`src/rtl/wis_pkg.sv`:
```
package wis_pkg;
  localparam int WARP_LANES = 32;
  localparam int NUM_CLASSES = 4;

  typedef enum logic [1:0] {
    WS_IDLE   = 2'd0,
    WS_ACTIVE = 2'd1,
    WS_SLEEP  = 2'd2,
    WS_DONE   = 2'd3
  } wstate_e;

  localparam logic [1:0] CLS_INT  = 2'd0;
  localparam logic [1:0] CLS_FP   = 2'd1;
  localparam logic [1:0] CLS_LDST = 2'd2;
  localparam logic [1:0] CLS_SFU  = 2'd3;
endpackage

```
`src/rtl/wis_warp_slot.sv`:
```
module wis_warp_slot
  import wis_pkg::*;
(
  input  logic    clk,
  input  logic    rst_n,
  input  logic    launch_en,
  input  logic    launch_live,
  input  logic    issue_en,
  input  logic    issue_exit,
  input  logic    issue_load,
  input  logic    wake_en,
  output wstate_e state_o
);

  wstate_e state_q;
  wstate_e state_d;
  logic    upd_en;

  always_comb begin
    state_d = state_q;
    if (launch_en) begin
      state_d = launch_live ? WS_ACTIVE : WS_IDLE;
    end else if (issue_en) begin
      if (issue_exit)      state_d = WS_DONE;
      else if (issue_load) state_d = WS_SLEEP;
    end else if (wake_en && state_q == WS_SLEEP) begin
      state_d = WS_ACTIVE;
    end
  end

  assign upd_en = launch_en | issue_en | wake_en;

  always_ff @(posedge clk or negedge rst_n) begin
    if (!rst_n)      state_q <= WS_IDLE;
    else if (upd_en) state_q <= state_d;
  end

  assign state_o = state_q;

  // a parked warp stays parked until its completion arrives
  p_sleep_hold_r4: assert property (@(posedge clk) disable iff (!rst_n)
    (state_q == WS_SLEEP && !wake_en && !launch_en) |=> (state_q == WS_SLEEP));

  // a completion for a sleeping warp wakes it
  p_wake_r8: assert property (@(posedge clk) disable iff (!rst_n)
    (state_q == WS_SLEEP && wake_en && !launch_en) |=> (state_q == WS_ACTIVE));

endmodule

```
`src/rtl/wis_rr_pick.sv`:
```
module wis_rr_pick #(
  parameter int N = 8
) (
  input  logic                 clk,
  input  logic                 rst_n,
  input  logic [N-1:0]         req,
  output logic                 gnt_valid,
  output logic [$clog2(N)-1:0] gnt_idx
);

  localparam int IW = $clog2(N);

  logic [IW-1:0] last_q;

  always_comb begin
    gnt_valid = 1'b0;
    gnt_idx   = '0;
    for (int o = 1; o <= N; o++) begin
      if (!gnt_valid && req[(int'(last_q) + o) % N]) begin
        gnt_valid = 1'b1;
        gnt_idx   = IW'((int'(last_q) + o) % N);
      end
    end
  end

  always_ff @(posedge clk or negedge rst_n) begin
    if (!rst_n)         last_q <= IW'(N - 1);
    else if (gnt_valid) last_q <= gnt_idx;
  end

  // any request yields a grant in the same cycle
  p_no_gap_r5: assert property (@(posedge clk) disable iff (!rst_n)
    (|req) |-> gnt_valid);

  // a grant only goes to a requester
  p_gnt_req_r3: assert property (@(posedge clk) disable iff (!rst_n)
    gnt_valid |-> req[gnt_idx]);

  // with two or more requesters the previous winner does not win again
  p_rotate_r6: assert property (@(posedge clk) disable iff (!rst_n)
    (gnt_valid && $past(gnt_valid) && $countones(req) >= 2) |-> (gnt_idx != $past(gnt_idx)));

endmodule

```
`src/rtl/warp_issue_sched.sv`:
```
module warp_issue_sched
  import wis_pkg::*;
#(
  parameter int NUM_WARPS = 8
) (
  input  logic                                   clk,
  input  logic                                   rst_n,
  input  logic                                   launch_i,
  input  logic [$clog2(NUM_WARPS*WARP_LANES+1)-1:0] launch_threads_i,
  output logic                                   busy_o,
  input  logic [NUM_WARPS-1:0]                   wv_i,
  input  logic [2*NUM_WARPS-1:0]                 wcls_i,
  input  logic [NUM_WARPS-1:0]                   wexit_i,
  input  logic [NUM_CLASSES-1:0]                 port_rdy_i,
  output logic                                   iss_valid_o,
  output logic [$clog2(NUM_WARPS)-1:0]           iss_warp_o,
  output logic [1:0]                             iss_cls_o,
  input  logic                                   ldc_valid_i,
  input  logic [$clog2(NUM_WARPS)-1:0]           ldc_warp_i,
  output logic                                   ldc_err_o,
  output logic                                   retired_o
);

  localparam int WID_W   = $clog2(NUM_WARPS);
  localparam int THR_W   = $clog2(NUM_WARPS*WARP_LANES+1);
  localparam int LANE_SH = $clog2(WARP_LANES);

  // reset: asserted asynchronously, released on a clock edge
  logic rst_s1, rst_s2, rst_n_s;
  always_ff @(posedge clk or negedge rst_n) begin
    if (!rst_n) begin
      rst_s1 <= 1'b0;
      rst_s2 <= 1'b0;
    end else begin
      rst_s1 <= 1'b1;
      rst_s2 <= rst_s1;
    end
  end
  assign rst_n_s = rst_s2;

  wstate_e            slot_st [NUM_WARPS];
  logic [NUM_WARPS-1:0] req;
  logic [NUM_WARPS-1:0] live;
  logic [THR_W:0]     thr_round;
  logic [THR_W:0]     warp_cnt;
  logic               launch_acc;
  logic               retire;
  logic               busy_q, busy_d, busy_en;
  logic               err_q, err_d;

  assign launch_acc = launch_i & ~busy_q;
  assign thr_round  = {1'b0, launch_threads_i} + (THR_W+1)'(WARP_LANES - 1);
  assign warp_cnt   = thr_round >> LANE_SH;

  for (genvar w = 0; w < NUM_WARPS; w++) begin : g_slot
    logic [1:0] cls_w;
    assign cls_w = wcls_i[2*w +: 2];

    wis_warp_slot u_slot (
      .clk         (clk),
      .rst_n       (rst_n_s),
      .launch_en   (launch_acc),
      .launch_live ((THR_W+1)'(w) < warp_cnt),
      .issue_en    (iss_valid_o && iss_warp_o == WID_W'(w)),
      .issue_exit  (wexit_i[w]),
      .issue_load  (cls_w == CLS_LDST),
      .wake_en     (ldc_valid_i && ldc_warp_i == WID_W'(w)),
      .state_o     (slot_st[w])
    );

    assign req[w]  = (slot_st[w] == WS_ACTIVE) && wv_i[w] && port_rdy_i[cls_w];
    assign live[w] = (slot_st[w] == WS_ACTIVE) || (slot_st[w] == WS_SLEEP);
  end

  wis_rr_pick #(.N(NUM_WARPS)) u_pick (
    .clk       (clk),
    .rst_n     (rst_n_s),
    .req       (req),
    .gnt_valid (iss_valid_o),
    .gnt_idx   (iss_warp_o)
  );

  assign iss_cls_o = wcls_i[{iss_warp_o, 1'b0} +: 2];

  // block occupancy
  assign retire  = busy_q & ~(|live);
  assign busy_en = launch_acc | retire;
  assign busy_d  = launch_acc;

  always_ff @(posedge clk or negedge rst_n_s) begin
    if (!rst_n_s)     busy_q <= 1'b0;
    else if (busy_en) busy_q <= busy_d;
  end

  // completion for a warp that is not parked
  assign err_d = ldc_valid_i && (slot_st[ldc_warp_i] != WS_SLEEP);

  always_ff @(posedge clk or negedge rst_n_s) begin
    if (!rst_n_s) err_q <= 1'b0;
    else          err_q <= err_d;
  end

  assign busy_o    = busy_q;
  assign retired_o = retire;
  assign ldc_err_o = err_q;

  // the issuing warp is active and has its operands
  p_iss_active_r3: assert property (@(posedge clk) disable iff (!rst_n_s)
    iss_valid_o |-> (slot_st[iss_warp_o] == WS_ACTIVE && wv_i[iss_warp_o]));

  // never issue into a port that cannot take it
  p_port_rdy_r7: assert property (@(posedge clk) disable iff (!rst_n_s)
    iss_valid_o |-> port_rdy_i[iss_cls_o]);

  // a load issue parks the warp
  p_load_sleep_r4: assert property (@(posedge clk) disable iff (!rst_n_s)
    (iss_valid_o && iss_cls_o == CLS_LDST && !wexit_i[iss_warp_o])
      |=> (slot_st[$past(iss_warp_o)] == WS_SLEEP));

  // stray completion flags an error in the next cycle
  p_err_flag_r8: assert property (@(posedge clk) disable iff (!rst_n_s)
    (ldc_valid_i && slot_st[ldc_warp_i] == WS_ACTIVE) |=> ldc_err_o);

  // retirement ends the resident block
  p_retire_r9: assert property (@(posedge clk) disable iff (!rst_n_s)
    retired_o |=> (!busy_o && !retired_o));

  // no warp is live while no block is resident
  p_idle_r2: assert property (@(posedge clk) disable iff (!rst_n_s)
    !busy_o |-> !iss_valid_o);

endmodule

```
`config.mk`:
```
export PLATFORM = sky130hd
export DESIGN_NAME = warp_issue_sched
export DESIGN_NICKNAME = d
export VERILOG_FILES = /design/src/rtl/wis_pkg.sv /design/src/rtl/wis_warp_slot.sv /design/src/rtl/wis_rr_pick.sv /design/src/rtl/warp_issue_sched.sv
export SDC_FILE = /design/constraint.sdc
export NUM_CORES = 1
export LEC_CHECK = 0
export BUFFER_PORTS_ARGS = -buffer_cell sky130_fd_sc_hd__buf_2
export CORE_ASPECT_RATIO = 0.9
export CORE_MARGIN = 3
export CORE_UTILIZATION = 55
export CTS_CLUSTER_SIZE = 40
export DETAILED_ROUTE_END_ITERATION = 12
export PLACE_DENSITY_LB_ADDON = 0.12
export SYNTH_ARGS = -nofsm -noshare
export SYNTH_HDL_FRONTEND = slang
export SYNTH_SLANG_ARGS = --single-unit
```
`constraint.sdc`:
```
create_clock -name clk -period 7.06 [get_ports clk]
set_clock_uncertainty 0.05 [all_clocks]
set_input_delay 1.412 -clock clk [delete_from_list [all_inputs] [get_ports clk]]
set_output_delay 1.412 -clock clk [all_outputs]
set_load 0.1 [all_outputs]
```
* After elaboration in Yosys (flattened, before gate mapping) *
Cells that the tools add are included.

storage, ports and cells
  bits in registers = 23
  RAM bits = 0
  bits in latches = 0
  word-level logic and storage cells = 322
  memory bits (read-only) = 0
  memories = 0

cells by class
  add/sub/neg operators = 9
  equality and inequality tests = 47
  div/mod/pow operators = 0
  bitwise operators = 30
  shifts and indexed selects = 1
  multiply operators = 0
  order comparisons = 25
  reduce and logical (&&, ||, !) cells = 90
  muxes and demuxes = 107

operators with widths
  cell                                                        count
  two-way mux 2 bit                                           42
  logical AND 1 bit                                           48
  less-than comparator 4 x 5 -> 1 bit, second input constant  8
  two-way mux 1 bit                                           40
  equality test 2 bit, second input constant                  16
  inequality test 4 bit, second input constant                7
  binary-select mux 1 bit (select 3 bit)                      8
  equality test 3 bit, second input constant                  8
  less-than comparator 2 x 3 -> 1 bit, second input constant  8
  two-way mux 3 bit                                           8
  AND reduction 3 bit                                         8
  nonzero test 3 bit                                          8
  OR reduction 3 bit                                          8
  less-than comparator 3 x 5 -> 1 bit, first input constant   4
  OR 1 bit                                                    17
  binary-select mux 1 bit (select 2 bit)                      8
  equality test 2 x 1 -> 1 bit, second input constant         8
  variable part select 16 x 5 -> 2 bit                        1
  adder 3 bit, second input constant                          4
  equality test 3 x 2 -> 1 bit, second input constant         4
  adder 9 x 5 -> 10 bit, second input constant                1
  less-than comparator 1 x 5 -> 1 bit, first input constant   2
  less-than comparator 2 x 5 -> 1 bit, first input constant   2
  AND 1 bit, first input constant                             8
  other kinds (14)                                            33

* Depth between registers and ports, before layout *
Gate-level depths: netlist of run 1.

  word-level depth = 33
  gate-level depth with buffers = 20
  mapped depth without buffers = 14

* By module *
From an unflattened synthesis of run 1, not the netlist that was laid out.

unflattened totals
  cells, all modules = 403
  area, all modules = 3404.5 um^2

modules (own cells, without submodules)
  module            cells each  area an instance (um^2)  times used
  wis_rr_pick       154         1310.0                   1
  warp_issue_sched  145         1053.5                   1
  wis_warp_slot     13          130.1                    8

* Worst setup path before layout of run 1 *
Ideal clock, no wire load.

  kind = in2out
  start point = input port port_rdy_i[3]
  end point = output port iss_cls_o[0]
  arrival = 4.879 ns
  stages = 15
  slack = 0.719 ns
  cells stage by stage = buf_6 -> mux2i_1 -> o22ai_1 -> mux2_2 -> mux4_2 -> a211oi_4 -> a2bb2oi_2 -> a311o_1 -> or2_1 -> buf_6 -> inv_6 -> buf_6 -> mux2i_1 -> mux2i_1 -> mux2_2

between the ends
  cells in the longest elaborated chain, start to end = 29
  elaborated cells between the ends (all ways) = 78

ends and longest elaborated chain
  element                                               line                    text
  start: declaration                                    warp_issue_sched.sv:14  input logic [NUM_CLASSES-1:0] port_rdy_i,
  binary-select mux 1 bit (select 2 bit)                warp_issue_sched.sv:71  assign req[w] = (slot_st[w] == WS_ACTIVE) && wv_i[w] && port_rdy_i[cls_w];
  two-way mux 1 bit (implied by the code)               warp_issue_sched.sv:71
  logical AND 1 bit                                     warp_issue_sched.sv:71
  binary-select mux 1 bit (select 3 bit)                wis_rr_pick.sv:19       if (!gnt_valid && req[(int'(last_q) + o) % N]) begin
  two-way mux 1 bit (implied by the code) (2 in a row)  wis_rr_pick.sv:19
  two-way mux 1 bit                                     wis_rr_pick.sv:19
  logical NOT 1 bit                                     wis_rr_pick.sv:19
  logical AND 1 bit                                     wis_rr_pick.sv:19
  (+13 left out)                                        n/a
  logical NOT 1 bit                                     wis_rr_pick.sv:19
  logical AND 1 bit                                     wis_rr_pick.sv:19
  two-way mux 1 bit                                     wis_rr_pick.sv:19
  logical NOT 1 bit                                     wis_rr_pick.sv:19
  logical AND 1 bit                                     wis_rr_pick.sv:19
  two-way mux 3 bit (*)                                 wis_rr_pick.sv:19
  net iss_warp_o[1]                                     warp_issue_sched.sv:16  output logic [$clog2(NUM_WARPS)-1:0] iss_warp_o,
  variable part select 16 x 5 -> 2 bit (*)              warp_issue_sched.sv:83  assign iss_cls_o = wcls_i[{iss_warp_o, 1'b0} +: 2];
  end: declaration                                      warp_issue_sched.sv:17  output logic [1:0] iss_cls_o,

Mark *: on every way through the listed nets, which the timed path passes. The rest lies on a longest branch. The select of a mux whose other input is x is not followed.

* Final worst setup path of run 1 *
  start point = input port wcls_i[9]
  end point = output port iss_cls_o[1]

between the ends
  cells in the longest elaborated chain, start to end = 29
  elaborated cells between the ends (all ways) = 57

ends and longest elaborated chain
  element                                               line                    text
  start: declaration                                    warp_issue_sched.sv:12  input logic [2*NUM_WARPS-1:0] wcls_i,
  binary-select mux 1 bit (select 2 bit)                warp_issue_sched.sv:71
  two-way mux 1 bit (implied by the code)               warp_issue_sched.sv:71
  logical AND 1 bit                                     warp_issue_sched.sv:71
  binary-select mux 1 bit (select 3 bit)                wis_rr_pick.sv:19
  two-way mux 1 bit (implied by the code) (2 in a row)  wis_rr_pick.sv:19
  two-way mux 1 bit                                     wis_rr_pick.sv:19
  logical NOT 1 bit                                     wis_rr_pick.sv:19
  logical AND 1 bit                                     wis_rr_pick.sv:19
  (+12 left out)                                        n/a
  two-way mux 1 bit                                     wis_rr_pick.sv:19
  logical NOT 1 bit                                     wis_rr_pick.sv:19
  logical AND 1 bit                                     wis_rr_pick.sv:19
  two-way mux 1 bit                                     wis_rr_pick.sv:19
  logical NOT 1 bit                                     wis_rr_pick.sv:19
  logical AND 1 bit                                     wis_rr_pick.sv:19
  two-way mux 3 bit                                     wis_rr_pick.sv:19
  variable part select 16 x 5 -> 2 bit (*)              warp_issue_sched.sv:83

Mark *: on every way between the ends. The rest lies on a longest branch, timed or not. The select of a mux whose other input is x is not followed.

==> summary.md, run 1 <==
| Metric | Value |
|---|---|
| Status | completed |
| Via density | 6.766 |
| First-pass GRT wire length | 16.37 mm |
| Synth warn | 0 |
| Mux cell area share after synthesis | 0.1781 |
| FP Rows | 26 |
| Clk_lat worst skew | about 280 ps |
| Critical Path Start Type | input port |
| Post-synth top cells | mux2i_1 (40), nand2_1 (33), inv_1 (28), nand3_1 (26), a21oi_1 (25) |
| RSZ-0062 raised after global routing | no |
| Worst path slowest cell | mux4_1 |
| CP Max Fanout | 13 |
| Drc violations | 0 |
| Layout cells sized above 1 | 0.2092 |
| CTS Buf Count | 3 |
| Vias in the first global route | 3217 |
| Final hold violation count | 0 |
| Worst hold path class | reg -> async |
| Period utilization | 0.9551 |
| Detailed Place HPWL | 8.508 mm |
| CORE AREA | 5791 um2 |
| Routed wire length | 10.57 mm |
| Slew @ Worst Pin | 890.8 ps |
| Post-synth EDFFs | 0 |
| Synth area leader | dfrtp_1 |
| Reg clk slew, reported paths | 90 ps |
| Crit path capture type | output pin |
| Post-route ant nets | 0 |
| Top Ports | 61 |
| Antenna violations before repair | 0 |
| Final Critical Period | 6743 ps |
| Fin nets | 530 |
| Layout area overhead | 10.03% |
| Via count | 3579 |
| Slew Limit Fails | 0 |
| Die Area | 7053 um2 |
| # resized after CTS | 0 |
| Register bit total from synthesis | 23 |
| Post-Synth Simple-Gate Area | 0.2267 |
| Clk sink count | 23 |
| Async S/R FF share, synth | 1.000 |
| Max-cap violations | 0 |
| Main synth FF type | dfrtp_1 |
| Post-synthesis adder-cell area fraction | 0.06734 |
| Number of port buffers | 60 |
| Largest family of logic cells by synthesized area | compound AO/OA/AOI/OAI gates |
| Die Ht | 79.98 um |
| Largest net degree at the start of global routing | 22 |
| Max_slew headroom | 0.4061 |
| DR iter-0 viols | slightly below 300 |
| Drt wl/cell | 19.98 um |
| Gr ovfl total | 0 |
| Post CTS Setup Buffer Count | 0 |
| Share of the synthesized area in the top cell type | 0.1496 |
| Max H-tree Level | 1 |
| CTS tree | done |
| Ranking of synthesized cells by area | dfrtp_1 (15%), mux2i_1 (12%), ha_1 (6.7%) |
| Pre-CTS WS | between 300 and 400 ps |
| WP data required | 5600 ps |
| Synthesized instance count | between 400 and 500 |
| Final WS setup | 316.9 ps |
| Avg Inst Size Synth | 8.137 um2 |
| Mapped cell area | ~3300 um2 |
| Initial Util | 0.5776 |
| Final GP Congestion | 0.9657 |
| Layout filler cell count | about 520 |
| CP cell instances | buf_2, mux2i_1, o22ai_1, mux4_1, mux2_2, a211oi_4, a2bb2oi_2, a311o_1, or2_1, inv_6, mux2i_1, mux2i_1, mux2_2, buf_2 |
| Max Clk Rate | 148.3 MHz |
| GRT Overall Usage | 0.2982 |
| Final setup TNS | 0 ps |
| Die X | 88.20 um |
| # setup viols final | 0 |
| Post-CTS Hold Buffers | 0 |
| CTS max path bufs | 2 |
| Crit-path max cell delay | 580 ps |
| Unique masters post-synth | 70 |
| Worst Path Arrival | around 5300 ps |
| WS Path Type | in -> out |
| Mapped Nets | 481 |
| Cell family with most CP delay | multiplexers |
| Crit path top cell by count | mux2i_1 |
| Pre-antenna DRT Iters | 5 |
| Number of diodes | 0 |
| Sequential share of the synthesized area | 0.1732 |
| Most common cell in the netlist | mux2i_1 |
| Buf+Inv Stages, Crit Path | 3 |
| CTS Root Cell | clkbuf_8 |
| XOR/XNOR Fraction of Synth Area | 0.01309 |
| Synth Area in Compound Gates | 0.2671 |
-- path summary, 6_finish.rpt --
check	from	end	slack, ps	cells after the start
max	wcls_i[9]	iss_cls_o[1]	320	14
min	rst_n_s	g_slot[1].u_slot.state_o[1]	320	0
max reg2reg	u_pick.last_q[1]	g_slot[6].u_slot.state_o[0]	2080	15
min reg2reg	rst_n_s	g_slot[1].u_slot.state_o[1]	320	0
max in group asynchronous	rst_n	rst_s1	6020	1
min in group clk	rst_s1	rst_n_s	320	0
-- kinds of logic after synthesis --
family / count (synthesis)
other: 1
adders and majority gates: 18
muxes: 52
DFF: 23
xor gates and xnor gates: 5
buffers and inverters: 49
AOI/OAI and AO/OA: 123
and+or+nand+nor: 140
-- layout make-up --
| type | count | area (um2) | area share |
|---|---|---|---|
| Clock buffer | 3 | 41.29 | 0.01122 |
| Clock inverter | 1 | 7.507 | 0.002040 |
| Inverter | 29 | 113.9 | 0.03094 |
| Multi-Input combinational cell | 339 | 2520 | 0.6848 |
| Sequential cell | 23 | 579.3 | 0.1574 |
| Tap cell | 70 | 87.58 | 0.02380 |
| Timing Repair Buffer | 64 | 330.3 | 0.08977 |
-- flip-flops by register name, summed over array words and instances (netlist names) --
name / count
g_slot.u_slot.state_o: 16
u_pick.last_q: 3
ldc_err_o: 1
rst_s1: 1
busy_o: 1
rst_n_s: 1
-- per-layer routing --
| metal | routed length (um) | global-route usage | vias up | part of all wire |
|---|---|---|---|---|
| li1 | - | - | 1677 | - |
| met1 | 4965 | 0.4516 | 1707 | 0.47 |
| met2 | 4526 | 0.4507 | 185 | 0.43 |
| met3 | 1027 | 0.06089 | 10 | 0.097 |
| met4 | 51 | 0.02266 | 0 | 0.0048 |
| met5 | 0 | 0 | - | 0 |
-- per-stage QoR --
| stage | instance area (um2) | hold slack [ps] | util | std cells |
|---|---|---|---|---|
| CTS | 3680 | 323.8 | 0.6355 | 529 |
| detailed placement | 3631 | 292.6 | 0.6271 | 525 |
| global route | 3680 | 350.0 | 0.6355 | 529 |
| finish | 3680 | 320.6 | 0.6355 | 529 |
| global placement | 3631 | 290.4 | 0.6271 | 525 |
| floorplan | 3344 | 214.6 | - | 411 |
-- placed cells by master (no fill, tap or decap), types with 3 or more instances in the layout --
cell | Yosys | routed
nand3_1 | 26 | 26
mux2i_1 | 40 | 40
nor2b_1 | 7 | 7
a31oi_1 | 3 | 3
dfstp_2 | 3 | 3
clkbuf_8 | 0 | 3
o21ai_0 | 19 | 19
a21oi_1 | 25 | 25
nand3b_1 | 9 | 9
o22ai_1 | 14 | 14
nand2_1 | 33 | 33
buf_2 | 3 | 60
a221oi_1 | 5 | 5
mux2_2 | 5 | 5
o22a_1 | 6 | 6
dfrtp_1 | 20 | 20
nor2_1 | 19 | 19
nor3_2 | 3 | 3
nand4_1 | 4 | 4
mux4_2 | 4 | 4
ha_1 | 18 | 18
a22oi_1 | 5 | 5
and2_1 | 4 | 4
nor3_1 | 7 | 7
nand2b_1 | 6 | 6
o32ai_1 | 3 | 3
a211oi_1 | 3 | 3
inv_1 | 28 | 28
o221ai_1 | 13 | 13
buf_4 | 0 | 4
xnor2_1 | 3 | 3
Power of run 1 is not shown: default switching activity piles up to over one toggle a cycle in this logic, so the estimate is an artifact.
==> run 2: changes to the inputs <==
--- a/config.mk
+++ b/config.mk
@@ -7,7 +7,7 @@
 export LEC_CHECK = 0
 export BUFFER_PORTS_ARGS = -buffer_cell sky130_fd_sc_hd__buf_2
 export CORE_ASPECT_RATIO = 0.9
-export CORE_MARGIN = 3
+export CORE_MARGIN = 2
 export CORE_UTILIZATION = 55
 export CTS_CLUSTER_SIZE = 40
 export DETAILED_ROUTE_END_ITERATION = 12
==> summary.md, run 2 (synthesis gave the netlist of run 1 again) <==
| Metric | Value |
|---|---|
| Number of diodes | 0 (unchanged) |
| # resized after CTS | 0 (unchanged) |
| Final setup TNS | 0 ps (unchanged) |
| Clk sink count | 23 (unchanged) |
| GRT Overall Usage | 0.3109 (+0.01279) |
| Clk_lat worst skew | 270 ps (about the same) |
| Reg clk slew, reported paths | 90 ps (about the same) |
| Post CTS Setup Buffer Count | 0 (unchanged) |
| Detailed Place HPWL | 8.584 mm (+0.90%) |
| Final Critical Period | 6779 ps (+35.78 ps) |
| Vias in the first global route | 3238 (+0.65%) |
| CTS Root Cell | clkbuf_8 |
| Drc violations | 0 (unchanged) |
| Max H-tree Level | 1 (unchanged) |
| First-pass GRT wire length | 16.48 mm (+0.64%) |
| Commonest non-fill, non-tap cell in the layout | buf_2 |
| Max Clk Rate | 147.5 MHz (-0.53%) |
| Layout cells sized above 1 | 0.2126 (+0.003431) |
| FP Rows | 26 (unchanged) |
| CTS Buf Count | 3 (unchanged) |
| # setup viols final | 0 (unchanged) |
| Slew Limit Fails | 0 (unchanged) |
| Post-route ant nets | 0 (unchanged) |
| Layout area overhead | 10.40% |
| Routed wire length | 10.56 mm (-0.11%) |
| Reg2reg setup slack | 2170 ps (+90 ps) |
| Critical Path Start Type | input port |
| CTS tree | done |
| Pre-antenna DRT Iters | 5 (unchanged) |
| WS Path Type | in -> out |
| Commonest cells after routing, fill and taps aside | buf_2 (60), mux2i_1 (40), nand2_1 (33) |
| RSZ-0062 raised after global routing | no |
| Non-filler instance count after layout | 531 (+0.38%) |
| Gr ovfl total | 0 (unchanged) |
| CORE AREA | 5791 um2 (unchanged) |
| Die Area | 6721 um2 (-4.7%) |
| Final GP Congestion | 0.9543 (-1.2%) |
| Die X | 86.20 um (-2.3%) |
| Via count | 3611 (+0.89%) |
| Die Ht | 77.98 um (-2.5%) |
| Status | completed |
| Largest register FFs | 16 (unchanged) |
| Number of port buffers | 60 (unchanged) |
| Worst Path Arrival | 5320 ps (+40 ps) |
| Drt wl/cell | 19.88 um (-0.49%) |
| Largest net degree at the start of global routing | 22 (unchanged) |
| CP Max Fanout | 13 (unchanged) |
| Via density | 6.800 (+0.51%) |
| Max-cap violations | 0 (unchanged) |
| Max_slew headroom | 0.3976 (-0.008548) |
| Crit path capture type | output pin |
| Top Ports | 61 (unchanged) |
| Slew @ Worst Pin | 903.6 ps (+12.82 ps) |
| WP data required | 5600 ps (about the same) |
| Cell count after placement | 527 (+0.38%) |
| DR iter-0 viols | 363 (+22%) |
| Period utilization | 0.9602 (+0.005068) |
| Fin nets | 532 (+0.38%) |
| Initial Util | 0.5776 (unchanged) |
| Post-CTS Hold Buffers | 0 (unchanged) |
| Antenna violations before repair | 0 (unchanged) |
| CTS max path bufs | 2 (unchanged) |
| Worst hold path class | reg -> reg |
| Final hold violation count | 0 (unchanged) |
run 2: cell count changes in the layout (fill, tap and decap cells not counted):
cell and delta:
buf_4 +2, clkinv_2 +1, clkinvlp_4 -1
run 2: path summary, 6_finish.rpt:
| path | start | endpoint | cells after the start |
|---|---|---|---|
| worst min register to register | rst_s1 | rst_n_s | 0 |
| worst max-delay path | wcls_i[10] | iss_cls_o[1] | 14 |
| min in group asynchronous | rst_n_s | busy_o | 0 |
| max in group asynchronous | rst_n | rst_n_s | 1 |
| worst min-delay path | rst_s1 | rst_n_s | 0 |
| worst max register to register | u_pick.last_q[1] | g_slot[6].u_slot.state_o[0] | 15 |
run 2: area by class of cell:
class | instances | area (um2)
clock buffers | 3 | 41.29
clock inverters | 1 | 5.005
fillers | 525 | 2098
inverters | 29 | 113.9
multi-input cells | 339 | 2520
flip-flops and latches | 23 | 579.3
well taps | 70 | 87.58
repair buffers | 66 | 345.3
run 2: metrics by stage:
stage / instance area [um2] / hold WS, ps / setup slack [ps] / util
floorplan: 3344 / 214.6 / 719.2 / -
CTS: 3692 / 311.5 / 331.9 / 0.6376
global placement: 3646 / 285.4 / 483.1 / 0.6296
detailed placement: 3646 / 290.3 / 340.5 / 0.6296
global route: 3692 / 315.7 / 51.13 / 0.6376
finish: 3692 / 306.9 / 281.1 / 0.6376
run 2: routing by layer:
metal / vias to the layer above / GRT usage / routed length, um
met1: 1716 / 0.4780 / 4978
met5: - / 0 / 0
met2: 200 / 0.4558 / 4339
met4: 0 / 0.04219 / 120
met3: 14 / 0.06489 / 1120
li1: 1681 / - / -
run 2: critical path: stages:
cell and delay (ps):
buf_2 130, mux2i_1 290, o22ai_1 180, mux4_1 620, mux2_2 350, a211oi_4 340
a2bb2oi_2 110, a311o_1 340, or2_1 430, inv_6 220, mux2i_1 210, mux2i_1 90
mux2_2 290, buf_2 290
Power of run 2 is left out for the same reason.
